## src/rtl/hcd_pkg.sv

```systemverilog
package hcd_pkg;
  localparam int CODE_W = 4;

  typedef logic [CODE_W-1:0] code_t;

  // Map any 4-bit code onto the legal ratio set {1,2,3,4,6,8,12}.
  function automatic code_t hcd_coerce(input code_t code);
    code_t r;
    unique case (code)
      4'd0, 4'd1:                 r = 4'd1;
      4'd2:                       r = 4'd2;
      4'd3:                       r = 4'd3;
      4'd4, 4'd5:                 r = 4'd4;
      4'd6, 4'd7:                 r = 4'd6;
      4'd8, 4'd9, 4'd10, 4'd11:   r = 4'd8;
      default:                    r = 4'd12;
    endcase
    return r;
  endfunction

  // Number of high cycles of the toggle output per period: floor(N/2).
  function automatic code_t hcd_high_cycles(input code_t ratio);
    return ratio >> 1;
  endfunction

  // Last counter value in a period.
  function automatic code_t hcd_last_count(input code_t ratio);
    return ratio - code_t'(1);
  endfunction
endpackage

```

## src/rtl/hcd_code_reg.sv

```systemverilog
module hcd_code_reg
  import hcd_pkg::*;
(
  input  logic  clk,
  input  logic  rst_n,
  input  logic  cfg_we,
  input  code_t cfg_code,
  input  logic  div_hold_n,
  output code_t code_q,
  output code_t ratio,
  output logic  err_q
);
  logic wr_ok;
  logic wr_bad;

  assign wr_ok  = cfg_we && !div_hold_n;
  assign wr_bad = cfg_we && div_hold_n;

  always_ff @(posedge clk or negedge rst_n) begin
    if (!rst_n) begin
      code_q <= '0;
      err_q  <= 1'b0;
    end else begin
      if (wr_ok)  code_q <= cfg_code;
      if (wr_bad) err_q  <= 1'b1;
    end
  end

  assign ratio = hcd_coerce(code_q);


  ratio_legal_chk: assert property (@(posedge clk) disable iff (!rst_n)
    ratio inside {4'd1, 4'd2, 4'd3, 4'd4, 4'd6, 4'd8, 4'd12});


  late_write_dropped_chk: assert property (@(posedge clk) disable iff (!rst_n)
    wr_bad |=> ($stable(code_q) && err_q));


  err_sticky_chk: assert property (@(posedge clk) disable iff (!rst_n)
    err_q |=> err_q);


  held_write_taken_chk: assert property (@(posedge clk) disable iff (!rst_n)
    wr_ok |=> (code_q == $past(cfg_code)));
endmodule

```

## src/rtl/hcd_phase.sv

```systemverilog
module hcd_phase
  import hcd_pkg::*;
(
  input  logic  clk,
  input  logic  rst_n,
  input  logic  run,
  input  logic  bypass,
  input  code_t ratio,
  output logic  clk_en,
  output logic  clk_tog
);
  code_t cnt_q;
  code_t cnt_d;
  logic  live;
  logic  wrap;
  logic  period_start;

  assign live         = run && !bypass;
  assign wrap         = live && (cnt_q == hcd_last_count(ratio));
  assign period_start = live && (cnt_q == '0);
  assign cnt_d        = (!live || wrap) ? '0 : cnt_q + code_t'(1);

  always_ff @(posedge clk or negedge rst_n) begin
    if (!rst_n) cnt_q <= '0;
    else        cnt_q <= cnt_d;
  end

  assign clk_en  = run && (bypass || cnt_q == '0);
  assign clk_tog = live && (cnt_q < hcd_high_cycles(ratio));


  idle_quiet_chk: assert property (@(posedge clk) disable iff (!rst_n)
    !run |-> (!clk_en && !clk_tog));


  cnt_bound_chk: assert property (@(posedge clk) disable iff (!rst_n)
    cnt_q < ratio);


  single_strobe_chk: assert property (@(posedge clk) disable iff (!rst_n)
    (period_start && ratio > 4'd1) |=> (!clk_en || bypass));


  restart_chk: assert property (@(posedge clk) disable iff (!rst_n)
    !live |=> (cnt_q == '0));
endmodule

```

## src/rtl/host_clk_div.sv

```systemverilog
module host_clk_div
  import hcd_pkg::*;
(
  input  logic       clk,
  input  logic       rst_n,
  input  logic       cfg_we,
  input  logic [3:0] cfg_code,
  input  logic       div_hold_n,
  input  logic       div_en,
  input  logic       div_bypass,
  output logic [3:0] code_rd,
  output logic [3:0] ratio_rd,
  output logic       wr_err,
  output logic       clk_en,
  output logic       clk_tog
);
  code_t code_q;
  code_t ratio;
  logic  run;

  assign run = rst_n && div_hold_n && div_en;

  hcd_code_reg u_reg (
    .clk       (clk),
    .rst_n     (rst_n),
    .cfg_we    (cfg_we),
    .cfg_code  (cfg_code),
    .div_hold_n(div_hold_n),
    .code_q    (code_q),
    .ratio     (ratio),
    .err_q     (wr_err)
  );

  hcd_phase u_phase (
    .clk    (clk),
    .rst_n  (rst_n),
    .run    (run),
    .bypass (div_bypass),
    .ratio  (ratio),
    .clk_en (clk_en),
    .clk_tog(clk_tog)
  );

  assign code_rd  = code_q;
  assign ratio_rd = ratio;


  bypass_every_cycle_chk: assert property (@(posedge clk) disable iff (!rst_n)
    (run && div_bypass) |-> (clk_en && !clk_tog));


  enable_gate_chk: assert property (@(posedge clk) disable iff (!rst_n)
    !div_en |-> (!clk_en && !clk_tog));
endmodule

```

## config.mk

```make
export PLATFORM = sky130hd
export DESIGN_NAME = host_clk_div
export DESIGN_NICKNAME = d
export VERILOG_FILES = /design/src/rtl/hcd_pkg.sv /design/src/rtl/hcd_code_reg.sv /design/src/rtl/hcd_phase.sv /design/src/rtl/host_clk_div.sv
export SDC_FILE = /design/constraint.sdc
export NUM_CORES = 1
export LEC_CHECK = 0
export BUFFER_PORTS_ARGS = -buffer_cell sky130_fd_sc_hd__buf_2
export CORE_UTILIZATION = 42
export DETAILED_ROUTE_END_ITERATION = 10
export PLACE_DENSITY = 0.72
export SKIP_CTS_REPAIR_TIMING = 1
export SLEW_MARGIN = 20
export SYNTH_ARGS = -nofsm -noshare
export SYNTH_HDL_FRONTEND = slang
export SYNTH_HIERARCHICAL = 1
export SYNTH_SLANG_ARGS = --single-unit
```

## constraint.sdc

```tcl
create_clock -name clk -period 1.85 [get_ports clk]
set_input_delay 0.37 -clock clk [delete_from_list [all_inputs] [get_ports clk]]
set_output_delay 0.37 -clock clk [all_outputs]
set_load 0.01 [all_outputs]
```

Word-level counts from Yosys, hierarchy flattened:

Memories as Yosys holds them, arrays and structs flattened.
Cells that the tools add are included.
Widths: inputs -> output; s select.

* output and inout port bits: 11
* register bits after elaboration: 9
* memories kept: 1
* ROM bits: 64
* word-level logic and storage cells: 23
* input port bits: 10

* eq/ne operators: 1
* order comparisons: 1
* multiplexer cells: 1
* $add $sub $neg: 2
* reductions and logical operators: 14

Memories
* (no name shown): depth 16, width 4, rd ports 1, clocked after Yosys merged registers in 0, write ports 0, RTL line hcd_pkg.sv:9 `unique case (code)`

Operator list (number)
* $logic_and 1x1->1: 8
* $add 4x1->4 const B: 1
* $eq 4x4->1: 1
* $logic_not 4->1: 1
* $lt 4x3->1: 1
* $mux 4: 1
* $sub 4x1->4 const B: 1
* $logic_not 1->1: 3
* $logic_or 1x1->1: 2

Longest topological paths before layout:

Gate-level depths: netlist (run 1).

* word-level depth: 6
* mapped depth: 7
* depth with buffers taken out: 7

Modules after synthesis:

The synthesis (run 1) kept the hierarchy.

By module, submodules not included
* hcd_phase: times used 1, cells each 37, area an instance 359.1 um^2, sequential area each 100.1 um^2
* hcd_code_reg: times used 1, cells each 16, area an instance 225.2 um^2, sequential area each 125.1 um^2
* host_clk_div: times used 1, cells each 1, area an instance 6.3 um^2, sequential area each 0.0 um^2

Least setup slack after synthesis (run 1):

No wires, ideal clock.

* path type: reg2reg
* from: reg u_reg.code_q[0]
* to: reg u_phase.cnt_q[0]
* setup slack: -0.321 ns
* data required time: 1.710 ns
* library setup time: 0.140 ns
* stages on the path, launching flop included: 8
* clock period less this slack: 2.171 ns
* data arrival time: 2.031 ns
* buffers on the path: 0
* cell sequence: dfrtp_1 -> inv_1 -> a211oi_1 -> inv_1 -> ha_1 -> xor3_1 -> nor3_2 -> a211oi_1

* longest elaborated chain between the ends: 6

RTL lines
* start, declared: RTL line hcd_code_reg.sv:9 `output code_t code_q,`
* start signal, assigned: RTL line hcd_code_reg.sv:24 `if (wr_ok) code_q <= cfg_code;`
* $mem_v2 16x4
* net ratio_rd[0]: RTL line host_clk_div.sv:12 `output logic [3:0] ratio_rd,`
* $sub 4x1->4: RTL line hcd_pkg.sv:28 `return ratio - code_t'(1);`
* $eq 4x4->1: RTL line hcd_phase.sv:19 `assign wrap = live && (cnt_q == hcd_last_count(ratio));`
* $logic_and 1x1->1: RTL line hcd_phase.sv:19
* $logic_or 1x1->1: RTL line hcd_phase.sv:21 `assign cnt_d = (!live || wrap) ? '0 : cnt_q + code_t'(1);`
* $mux 4: RTL line hcd_phase.sv:21
* net u_phase.cnt_d[0]: RTL line hcd_phase.sv:13 `code_t cnt_d;`
* end signal, assigned: RTL line hcd_phase.sv:25 `else cnt_q <= cnt_d;`
* end, declared: RTL line hcd_phase.sv:12 `code_t cnt_q;`

The timed path passes the listed nets, and every way through them passes these cells.
A chain may end at the register's enable or synchronous reset.

Final worst setup path (run 1):

* from: reg u_reg.code_q[3]
* to: out clk_tog

* longest elaborated chain between the ends: 3

RTL lines
* $mem_v2 16x4
* $lt 4x3->1: RTL line hcd_phase.sv:29 `assign clk_tog = live && (cnt_q < hcd_high_cycles(ratio));`
* $logic_and 1x1->1: RTL line hcd_phase.sv:29
* end, declared: RTL line host_clk_div.sv:15 `output logic clk_tog`

Every way passes these cells.

==> results.md, run 1 <==
* Outcome: finished, violations left
* Failing checks: setup timing
* Worst EP required at around 1.5 ns
* Max-slew violations at 0
* Diodes inserted at 0
* Die area at around 1600 µm²
* Post-layout min period at 1.980 ns
* Fillcell total at 100
* PortBufs at 20
* Wire per inst at 14.43 µm
* Clk pin slew, worst setup/hold paths at about 0.070 ns
* Clock Tree Root: clkbuf_4
* Crit path kind: register to primary output
* Crit-path max FO at 3
* Critical path cell sequence: buf_4 > inv_2 > ha_4 > a2111oi_4 > buf_2
* Clock sinks at 9
* Endpoints failing setup at 1
* Final nets at 100
* Initial antenna violation count at 0
* Drt first pass iters at 2
* Post-Place Worst Slack at -0.02249 ns
* # rows at 13
* Layout cells sized above 1 at roughly 60%
* Congestion Overflow GR at 0
* Syn nets at around 70
* Worst path max stage delay at roughly 0.44 ns
* Leakage power at between 0.0004 and 0.0005 µW
* Vias at between 400 and 500
* Seq cells post-synth at 9
* Max Fclk at ~0.5 GHz
* Post-route non-filler standard cell count at 99
* Core area at approximately 1300 µm²
* Worst VDD drop at between 0.5 and 0.6 mV
* DR iter-0 viols at 4
* Die Span X at approximately 40 µm
* H-tree depth at 1
* CTS max path bufs at 2
* Final hold viol count at 0
* Via density at ~5
* I/O pin cnt at 21
* Final period utilization at 107.0%
* CTS Buf Count at 3
* Final instance area at between 800 and 900 µm²
* Post-route ant nets at 0
* Worst Hold Class: primary input to asynchronous set/reset pin
* Post-Syn Area at slightly below 600 µm²
* Number of distinct library cells after synthesis at 21
* Sequential fraction of the synthesis area at about two fifths
* Area grow syn2layout at 47.88%
* Initial core utilization at 45.38%
* Largest delay share family, worst path: flip-flops
* Worst path slowest cell: dfrtp_2
* DR DRC count at 0
* Fin Clk Skew at ~0.011 ns
* Total GRT Usage at a little under a fifth
* Dpl cells at 92
* Fin util at approximately 67%
* Syn avg cell area at 10.94 µm²
* Crit end category: primary output
* Unrepaired setup endpoints after global routing: true
* Startpoint types: register
* Die H at about 40 µm
* Slew headroom at 75.61%
* Total power at 640.2 µW
* Worst-margin pin slew at 0.3632 ns
* Post-place instance area at around 760 µm²
* CTS tree: done
* First-pass GRT wire length at roughly 1.8 mm
* Crit path DAT at approximately 1.6 ns
* Final GP Congestion at roughly 0.8
* Post-DP HPWL at approximately 1000 µm
* Power per cell area at between 700 and 800 nW/µm²
* Bufs and invs on worst path at 3
* Post-Synthesis Cells at 54
* Final worst slack at -0.1300 ns
* Clk_lat worst skew at 0.26 ns
* Largest net degree at the start of global routing at 10
* WL final at about 1.4 mm
* Via count of the first global-routing pass at 435
* Max-Cap Viols at 0
* Yosys warning count at 6
==> kinds of logic (layout without fill, tap and decap cells) <==
logic type | count (synthesis) | count (layout) | share of synthesized area (%)
fa+ha+maj | 5 | 5 | 10.59
compound gates | 9 | 9 | 11.44
flops | 9 | 9 | 38.14
mux | 4 | 4 | 7.627
simple gates | 10 | 10 | 11.65
buf+inv | 10 | 40 | 7.627
xor+xnor | 7 | 7 | 12.92
==> state kept, by name, indices dropped and copies added (netlist names) <==
signal         cells
u_reg/code_q       4
u_reg/err_q        1
u_phase/cnt_q      4
==> routing by layer <==
layer	track usage (%)	up-vias	wire length, µm
met4	10.34	0	48
met2	30.74	15	767
met1	22.50	230	566
met5	0	-	0
li1	-	243	-
met3	1.705	4	46
==> cells in the mapped netlist <==
library cell | number | area [µm²]
nand3_1 | 1 | 5.000
nor3_1 | 1 | 5.000
a21o_1 | 1 | 7.510
a211oi_1 | 5 | 37.54
nor2b_4 | 1 | 13.76
a21oi_1 | 1 | 5.000
buf_4 | 2 | 15.01
and3_1 | 1 | 6.260
xor2_1 | 2 | 17.52
ha_1 | 5 | 62.56
nand2b_1 | 2 | 12.51
inv_1 | 8 | 30.03
nor2b_1 | 2 | 12.51
nor2_1 | 1 | 3.750
nor3_2 | 1 | 10.01
mux2_2 | 4 | 45.04
dfrtp_1 | 9 | 225.2
xnor2_1 | 4 | 35.03
a21o_2 | 1 | 8.760
a2111oi_0 | 1 | 8.760
xor3_1 | 1 | 23.77
==> through the flow <==
step,setup TNS [ns],hold WS [ns]
2_1_floorplan,0,0.07441
3_3_place_gp,0,0.3012
3_5_place_dp,-0.08245,0.3017
4_1_cts,-0.4593,0.01998
5_1_grt,-0.2402,0.02684
6_report,-0.1300,0.01651
==> cells in the final DEF, fill, tap and decap left out, types with 3 or more instances in the layout <==
master	n
a211oi_1	4
dfrtp_1	7
buf_2	20
clkbuf_4	3
xnor2_1	3
mux2_2	4
ha_4	3
inv_1	5
buf_4	8
inv_2	3
==> worst paths after layout <==
path,to,startpoint,slack [ns],depth (start not counted)
max,clk_tog,u_reg/code_q[3],-0.13,5
max in group asynchronous,u_reg/code_q[2],rst_n,1.68,2
max reg2reg,u_phase/cnt_q[0],u_reg/code_q[3],0.02,7
min,u_reg/code_q[3],rst_n,0.02,2
min reg2reg,u_reg/err_q,u_reg/err_q,0.46,1
min in group clk,u_reg/code_q[3],cfg_code[3],0.34,2
==> cell type report <==
class	count	area (µm²)	share of cell area (%)
Clock buffer	4	26.28	3.009
Inverter	8	30.03	3.438
Multi-Input combinational cell	35	410.4	46.99
Timing Repair Buffer	28	160.2	18.34
Tap cell	15	18.77	2.149
Sequential cell	9	227.7	26.07
==> power by group <==
| group | total (µW) | internal, µW | switching (µW) |
|---|---|---|---|
| combinational | 254 | 131 | 123 |
| sequential | 231 | 212 | 18.9 |
| clock | 155 | 83.1 | 72.0 |
==> worst register-to-register path, cell delays in order (launching register included) <==
cell and delay (ns):
dfrtp_2 0.44, buf_4 0.16, a211oi_4 0.24, inv_2 0.08, ha_4 0.16, xor3_1 0.21
nor3_4 0.29, a211oi_1 0.12
(Power assumes the default switching activity.)
==> run 2, diff against run 1 <==
--- a/config.mk
+++ b/config.mk
@@ -5,8 +5,9 @@
 export SDC_FILE = /design/constraint.sdc
 export NUM_CORES = 1
 export LEC_CHECK = 0
+export ABC_AREA = 1
 export BUFFER_PORTS_ARGS = -buffer_cell sky130_fd_sc_hd__buf_2
-export CORE_UTILIZATION = 42
+export CORE_UTILIZATION = 43
 export DETAILED_ROUTE_END_ITERATION = 10
 export PLACE_DENSITY = 0.72
 export SKIP_CTS_REPAIR_TIMING = 1
==> run 2 against run 1 <==
  * The flow now finishes without violations
  * Total power is 8.4% lower
  * Utilization is 4.6 points lower
  * Critical path depth is 1 higher
  * Routed wire length is 6.3% higher
  * Global-route usage is 2.9 points higher
  * Via count is 42% higher
  * Worst setup slack better by 0.19 ns
  * First-iteration DRC count grew to 3.0 times the previous value
  * Sequential share of layout area is 0.89 points higher
  * Sequential power hardly changed
  * Critical path type unchanged
  * Critical endpoint unchanged
  * Highest routed layer unchanged
==> results.md, run 2 <==
* Outcome: completed (was finished, violations left)
* Max Fclk at 0.5576 GHz (was 0.5051 GHz)
* Crit path DAT at 1.42 ns (was 1.61 ns)
* Die Span X at 40.90 µm (was 39.50 µm)
* Most frequent cell after synthesis: nand2_1 (was dfrtp_1)
* Drt first pass iters at 5 (was 2)
* First-pass GRT wire length at 2.283 mm (was 1.849 mm)
* Worst path max stage delay at 0.46 ns (was 0.44 ns)
* Max-Cap Viols at 0 (unchanged)
* Max-slew violations at 0 (unchanged)
* WL final at 1.519 mm (was 1.429 mm)
* Post-Synthesis Cells at 98 (was 54)
* Unrepaired setup endpoints after global routing: true (unchanged)
* Most common cell after layout, fill and taps aside: nand2_1 (was buf_2)
* Fin util at 62.56% (was 67.12%)
* Post-synth EDFFs at 0 (unchanged)
* Hold_ws at 0.02540 ns (was 0.01651 ns)
* Final nets at 141 (was 100)
* Fillcell total at 121 (was 100)
* Post-DP HPWL at 1.107 mm (was 974.3 µm)
* Sequential fraction of the synthesis area at 34.62% (was 38.14%)
* Total GRT Usage at 21.24% (was 18.30%)
* Crit-path max FO at 7 (was 3)
* Met2 wire len at 678 µm (was 767 µm)
* Fin Clk Skew at 0.006796 ns (was 0.01063 ns)
* Main flop type after synthesis: dfrtp_1 (unchanged)
* Crit end category: primary output (unchanged)
* CTS Buf Count at 3 (unchanged)
* Clock sinks at 9 (unchanged)
* Final period utilization at 96.95% (was 107.0%)
* CTS tree: done (unchanged)
* Vias at 698 (was 492)
* Worst path slowest cell: dfrtp_2 (unchanged)
* Final instance area at 844.6 µm² (was 873.3 µm²)
* Routed met3 length at 94 µm (was 46 µm)
* Initial antenna violation count at 0 (unchanged)
* Final GP Congestion at 0.8409 (was 0.7962)
* I/O pin cnt at 21 (unchanged)
* Post-place instance area at 769.5 µm² (was 764.5 µm²)
* Layout cells sized above 1 at 34.40% (was 59.52%)
* Largest net degree at the start of global routing at 10 (unchanged)
* Syn avg cell area at 6.639 µm² (was 10.94 µm²)
* Syn nets at 113 (was 69)
* Top flop regs: u_phase/cnt_q (4), u_reg/code_q (4), u_reg/err_q (1) (unchanged)
* Congestion Overflow GR at 0 (unchanged)
* Core area at 1350 µm² (was 1301 µm²)
* Top post-synthesis cells by count: nand2_1 (32), inv_1 (17), nor2_1 (14) (was dfrtp_1 (9), inv_1 (8), a211oi_1 (5), ha_1 (5))
* Met1 WL at 731 µm (was 566 µm)
* Die area at 1673 µm² (was 1560 µm²)
* Slew headroom at 84.97% (was 75.61%)
* Most frequent cells in the layout: nand2_1 (32), buf_2 (20), inv_1 (14) (was buf_2 (20), buf_4 (8), dfrtp_1 (7))
* Worst Hold Class: primary input to asynchronous set/reset pin (unchanged)
* Synth top area cells: dfrtp_1 (35%), nand2_1 (18%), inv_1 (9.8%) (was dfrtp_1 (38%), ha_1 (11%), mux2_2 (7.6%))
* # rows at 13 (unchanged)
* H-tree depth at 1 (unchanged)
* Endpoints failing setup at 0 (was 1)
* Worst VDD drop at 0.3966 mV (was 0.5592 mV)
* Synth top area share at 34.62% (was 38.14%)
* Post-route ant nets at 0 (unchanged)
* Via count of the first global-routing pass at 558 (was 435)
* Final hold viol count at 0 (unchanged)
* Top sig layer: met4 (unchanged)
* Die H at 40.90 µm (was 39.50 µm)
* Yosys warning count at 6 (unchanged)
* Critical path cell sequence: inv_4 > ha_4 > o21ai_2 > nand2_1 > a21oi_1 > buf_2 (was buf_4 > inv_2 > ha_4 > a2111oi_4 > buf_2)
* Area grow syn2layout at 29.81% (was 47.88%)
* Wire per inst at 10.85 µm (was 14.43 µm)
* Initial core utilization at 48.19% (was 45.38%)
* Post-Syn Area at 650.6 µm² (was 590.6 µm²)
* Clock Tree Root: clkbuf_4 (unchanged)
* CTS max path bufs at 2 (unchanged)
* DR iter-0 viols at 12 (was 4)
* Async set or reset register ratio after synthesis at 100.0% (unchanged)
* Number of distinct library cells after synthesis at 16 (was 21)
* Total negative slack at 0 ns (was -0.1300 ns)
* PortBufs at 20 (unchanged)
* Crit path kind: register to primary output (unchanged)
* Worst EP required at 1.48 ns (about the same)
* Post-layout min period at 1.794 ns (was 1.980 ns)
* Post-synth top area cell: dfrtp_1 (unchanged)
* Seq cells post-synth at 9 (unchanged)
* DR DRC count at 0 (unchanged)
* Power per cell area at 694.0 nW/µm² (was 733.0 nW/µm²)
* Startpoint types: register (unchanged)
* Leakage power at 0.0004723 µW (was 0.0004044 µW)
* Worst-margin pin slew at 0.2255 ns (was 0.3632 ns)
* Clk_lat worst skew at 0.26 ns (about the same)
* Clk pin slew, worst setup/hold paths at 0.06 ns (was 0.07 ns)
* Diodes inserted at 0 (unchanged)
* Via density at 4.986 (was 4.970)
[run 2: cell types whose count changed after synthesis, moves of 3 or more]
cell	delta
nand3_1	+7
nand2_1	+32
inv_1	+9
a211oi_1	-5
mux2_2	-4
xnor2_1	-3
nor2_1	+13
[run 2: final cells by class]
cell class | instances | area (µm²) | area share (%)
Inverter | 18 | 70.07 | 8.296
Multi-Input combinational cell | 69 | 364.1 | 43.11
Sequential cell | 9 | 227.7 | 26.96
Tap cell | 15 | 18.77 | 2.222
Timing Repair Buffer | 25 | 137.6 | 16.30
Clock buffer | 4 | 26.28 | 3.111
[run 2: through the flow]
step	setup WS, ns	cells	power, µW
2_1_floorplan	0.07545	98	345.3
5_1_grt	-0.02404	140	627.7
6_report	0.05649	140	586.1
3_5_place_dp	0.1376	133	405.9
3_3_place_gp	0.2145	133	400.1
4_1_cts	-0.08745	137	561.3
[run 2: kinds of logic after synthesis]
family	count (synthesis)	share of synthesized area [%]
adder cells (fa/ha/maj)	5	9.615
buffers and inverters	20	12.69
XOR/XNOR	2	2.693
AND/OR/NAND/NOR	58	36.54
flip-flops	9	34.62
AO/OA/AOI/OAI	4	3.846
[run 2: final timing paths]
check,startpoint,to,slack (ns),depth (start not counted)
min reg2reg,u_reg/err_q,u_reg/err_q,0.46,1
max in group asynchronous,rst_n,u_reg/code_q[2],1.67,2
max,u_reg/code_q[2],clk_tog,0.06,6
min,rst_n,u_reg/err_q,0.03,2
max reg2reg,u_reg/code_q[2],u_phase/cnt_q[2],0.17,13
min in group clk,cfg_code[1],u_reg/code_q[1],0.34,3
[run 2: metal layers]
layer	global-route usage [%]	vias up
met3	3.804	4
met2	30.47	33
met1	28.57	309
li1	-	352
met5	0	-
met4	14.17	0
[run 2: power by group]
part           internal, µW  leakage, µW  switching [µW]  total [µW]
logic                  89.3     0.000346             117         206
clock network          83.1    0.0000150            69.4         152
registers               210     0.000112            17.9         228
total                   382     0.000472             204         586
[run 2: critical path: cells and delay by family (launching register included)]
family / cells / cell delay (ns)
AO/OA/AOI/OAI: 2 / 0.19
adder cells (fa/ha/maj): 1 / 0.20
buffers and inverters: 2 / 0.24
flip-flops: 1 / 0.46
AND/OR/NAND/NOR: 1 / 0.08
==> run 3, diff against run 2 <==
--- a/config.mk
+++ b/config.mk
@@ -10,6 +10,7 @@
 export CORE_UTILIZATION = 43
 export DETAILED_ROUTE_END_ITERATION = 10
 export PLACE_DENSITY = 0.72
+export RECOVER_POWER = 25
 export SKIP_CTS_REPAIR_TIMING = 1
 export SLEW_MARGIN = 20
 export SYNTH_ARGS = -nofsm -noshare
==> run 3 against run 2 <==
  * Non-clock buffer count unchanged
  * Cell area down 0.59%
  * Worst setup slack worse by 0.0028 ns
  * Largest cell class unchanged
  * Sequential share of layout area up 0.16 points
  * Hold slack better by 0.15 ns
  * Utilization down 0.37 points
  * Highest routed layer unchanged
  * Total power about the same
  * Sequential cell count unchanged
  * Clock skew up 0.0018 ns
  * Critical path type unchanged
==> results.md, run 3 (synthesis gave the netlist of run 2 again) <==
* Unrepaired setup endpoints after global routing: true (unchanged)
* Final nets at 141 (unchanged)
* Clk pin slew, worst setup/hold paths at 0.07 ns (was 0.06 ns)
* Post-place instance area at 769.5 µm² (unchanged)
* Max-Cap Viols at 0 (unchanged)
* Via count of the first global-routing pass at 558 (unchanged)
* Most common cell after layout, fill and taps aside: nand2_1 (unchanged)
* Largest net degree at the start of global routing at 10 (unchanged)
* Clock sinks at 9 (unchanged)
* CTS max path bufs at 2 (unchanged)
* Final period utilization at 97.10% (was 96.95%)
* Drt first pass iters at 4 (was 5)
* DR DRC count at 0 (unchanged)
* Slew headroom at 64.86% (was 84.97%)
* DR iter-0 viols at 16 (was 12)
* Initial antenna violation count at 0 (unchanged)
* Max Fclk at 0.5567 GHz (was 0.5576 GHz)
* Final hold viol count at 0 (unchanged)
* Endpoints failing setup at 0 (unchanged)
* Worst EP required at 1.48 ns (about the same)
* Die area at 1673 µm² (unchanged)
* Post-route ant nets at 0 (unchanged)
* WL final at 1.522 mm (was 1.519 mm)
* Worst-margin pin slew at 0.5272 ns (was 0.2255 ns)
* Power per cell area at 697.6 nW/µm² (was 694.0 nW/µm²)
* # rows at 13 (unchanged)
* Worst Hold Class: primary input to asynchronous set/reset pin (unchanged)
* Top flop regs: u_phase/cnt_q (4), u_reg/code_q (4), u_reg/err_q (1) (unchanged)
* Clk_lat worst skew at 0.26 ns (about the same)
* Post-DP HPWL at 1.107 mm (unchanged)
* PortBufs at 20 (unchanged)
* Post-layout min period at 1.796 ns (was 1.794 ns)
* Area grow syn2layout at 29.04% (was 29.81%)
* Final instance area at 839.6 µm² (was 844.6 µm²)
* H-tree depth at 1 (unchanged)
* I/O pin cnt at 21 (unchanged)
* Total power at 585.7 µW (was 586.1 µW)
* Outcome: completed (unchanged)
* Max-slew violations at 0 (unchanged)
* Congestion Overflow GR at 0 (unchanged)
* Crit path kind: register to primary output (unchanged)
* Diodes inserted at 0 (unchanged)
* Most frequent cells in the layout: nand2_1 (32), buf_2 (19), inv_1 (14) (was nand2_1 (32), buf_2 (20), inv_1 (14))
* Crit-path max FO at 7 (unchanged)
* Die H at 40.90 µm (unchanged)
* Reg2reg start: u_reg/code_q[2] (unchanged)
* Post-Place Worst Slack at 0.1376 ns (unchanged)
* Worst VDD drop at 0.4007 mV (was 0.3966 mV)
* Critical path startpoint: u_reg/code_q[2] (unchanged)
* Initial core utilization at 48.19% (unchanged)
* Layout cells sized above 1 at 32.80% (was 34.40%)
* Fillcell total at 121 (unchanged)
* Total GRT Usage at 21.24% (unchanged)
* Worst reg2reg setup slack at 0.16 ns (was 0.17 ns)
* Vias at 679 (was 698)
* Crit end category: primary output (unchanged)
* Wire per inst at 10.87 µm (was 10.85 µm)
* Crit path DAT at 1.43 ns (was 1.42 ns)
* CTS Buf Count at 3 (unchanged)
* Via density at 4.850 (was 4.986)
* Startpoint types: register (unchanged)
* Hold_ws at 0.1765 ns (was 0.02540 ns)
* Core area at 1350 µm² (unchanged)
* Final GP Congestion at 0.8409 (unchanged)
* Clock Tree Root: clkbuf_4 (unchanged)
* Leakage power at 0.0004660 µW (was 0.0004723 µW)
* Total negative slack at 0 ns (unchanged)
* Final worst slack at 0.05371 ns (was 0.05649 ns)
* Die Span X at 40.90 µm (unchanged)
* First-pass GRT wire length at 2.283 mm (unchanged)
* CTS tree: done (unchanged)
* Fin Clk Skew at 0.008567 ns (was 0.006796 ns)
[run 3: changes by cell type in the layout (fill, tap and decap cells not counted), sizes merged]
cell,previous run,this run
buf,25,23
clkbuf,4,6
[run 3: final timing paths]
check                                   endpoint  cells past startpoint
worst min-delay path                 u_reg/err_q                      2
worst max-delay path                     clk_tog                      6
min in group clk                 u_reg/code_q[1]                      3
max in group asynchronous        u_reg/code_q[2]                      2
worst min register to register       u_reg/err_q                      1
worst max register to register  u_phase/cnt_q[2]                     13
[run 3: final cells by class]
type / instances / area, µm² / area share [%]
Multi-Input combinational cell: 69 / 364.1 / 43.37
Sequential cell: 9 / 227.7 / 27.12
Timing Repair Buffer: 25 / 132.6 / 15.80
Inverter: 18 / 70.07 / 8.346
Clock buffer: 4 / 26.28 / 3.130
Tap cell: 15 / 18.77 / 2.235
[run 3: stage by stage]
stage               utilization, %  std cells
floorplan                        -         98
global placement             57.00        133
detailed placement           57.00        133
CTS                          58.94        137
global route                 62.19        140
finish                       62.19        140
[run 3: report_power, final]
part           internal, µW  switching, µW
Combinational          88.1            117
Sequential              210           17.9
Clock                  83.1           70.2
[run 3: worst max-delay path: stages, from the launching register on]
cell and delay [ns]:
dfrtp_2 0.46, inv_4 0.10, ha_4 0.20, o21ai_2 0.05, nand2_1 0.08, a21oi_1 0.14
buf_2 0.14
[run 3: per-layer routing]
metal  routed length [µm]  vias to the layer above  share of wire, %  global-route usage, %
li1                     -                      353                 -                      -
met1                  760                      299                50                  28.57
met2                  678                       25                45                  30.47
met3                   73                        2               4.8                  3.804
met4                   10                        0              0.66                  14.17
met5                    0                        -                 0                      0
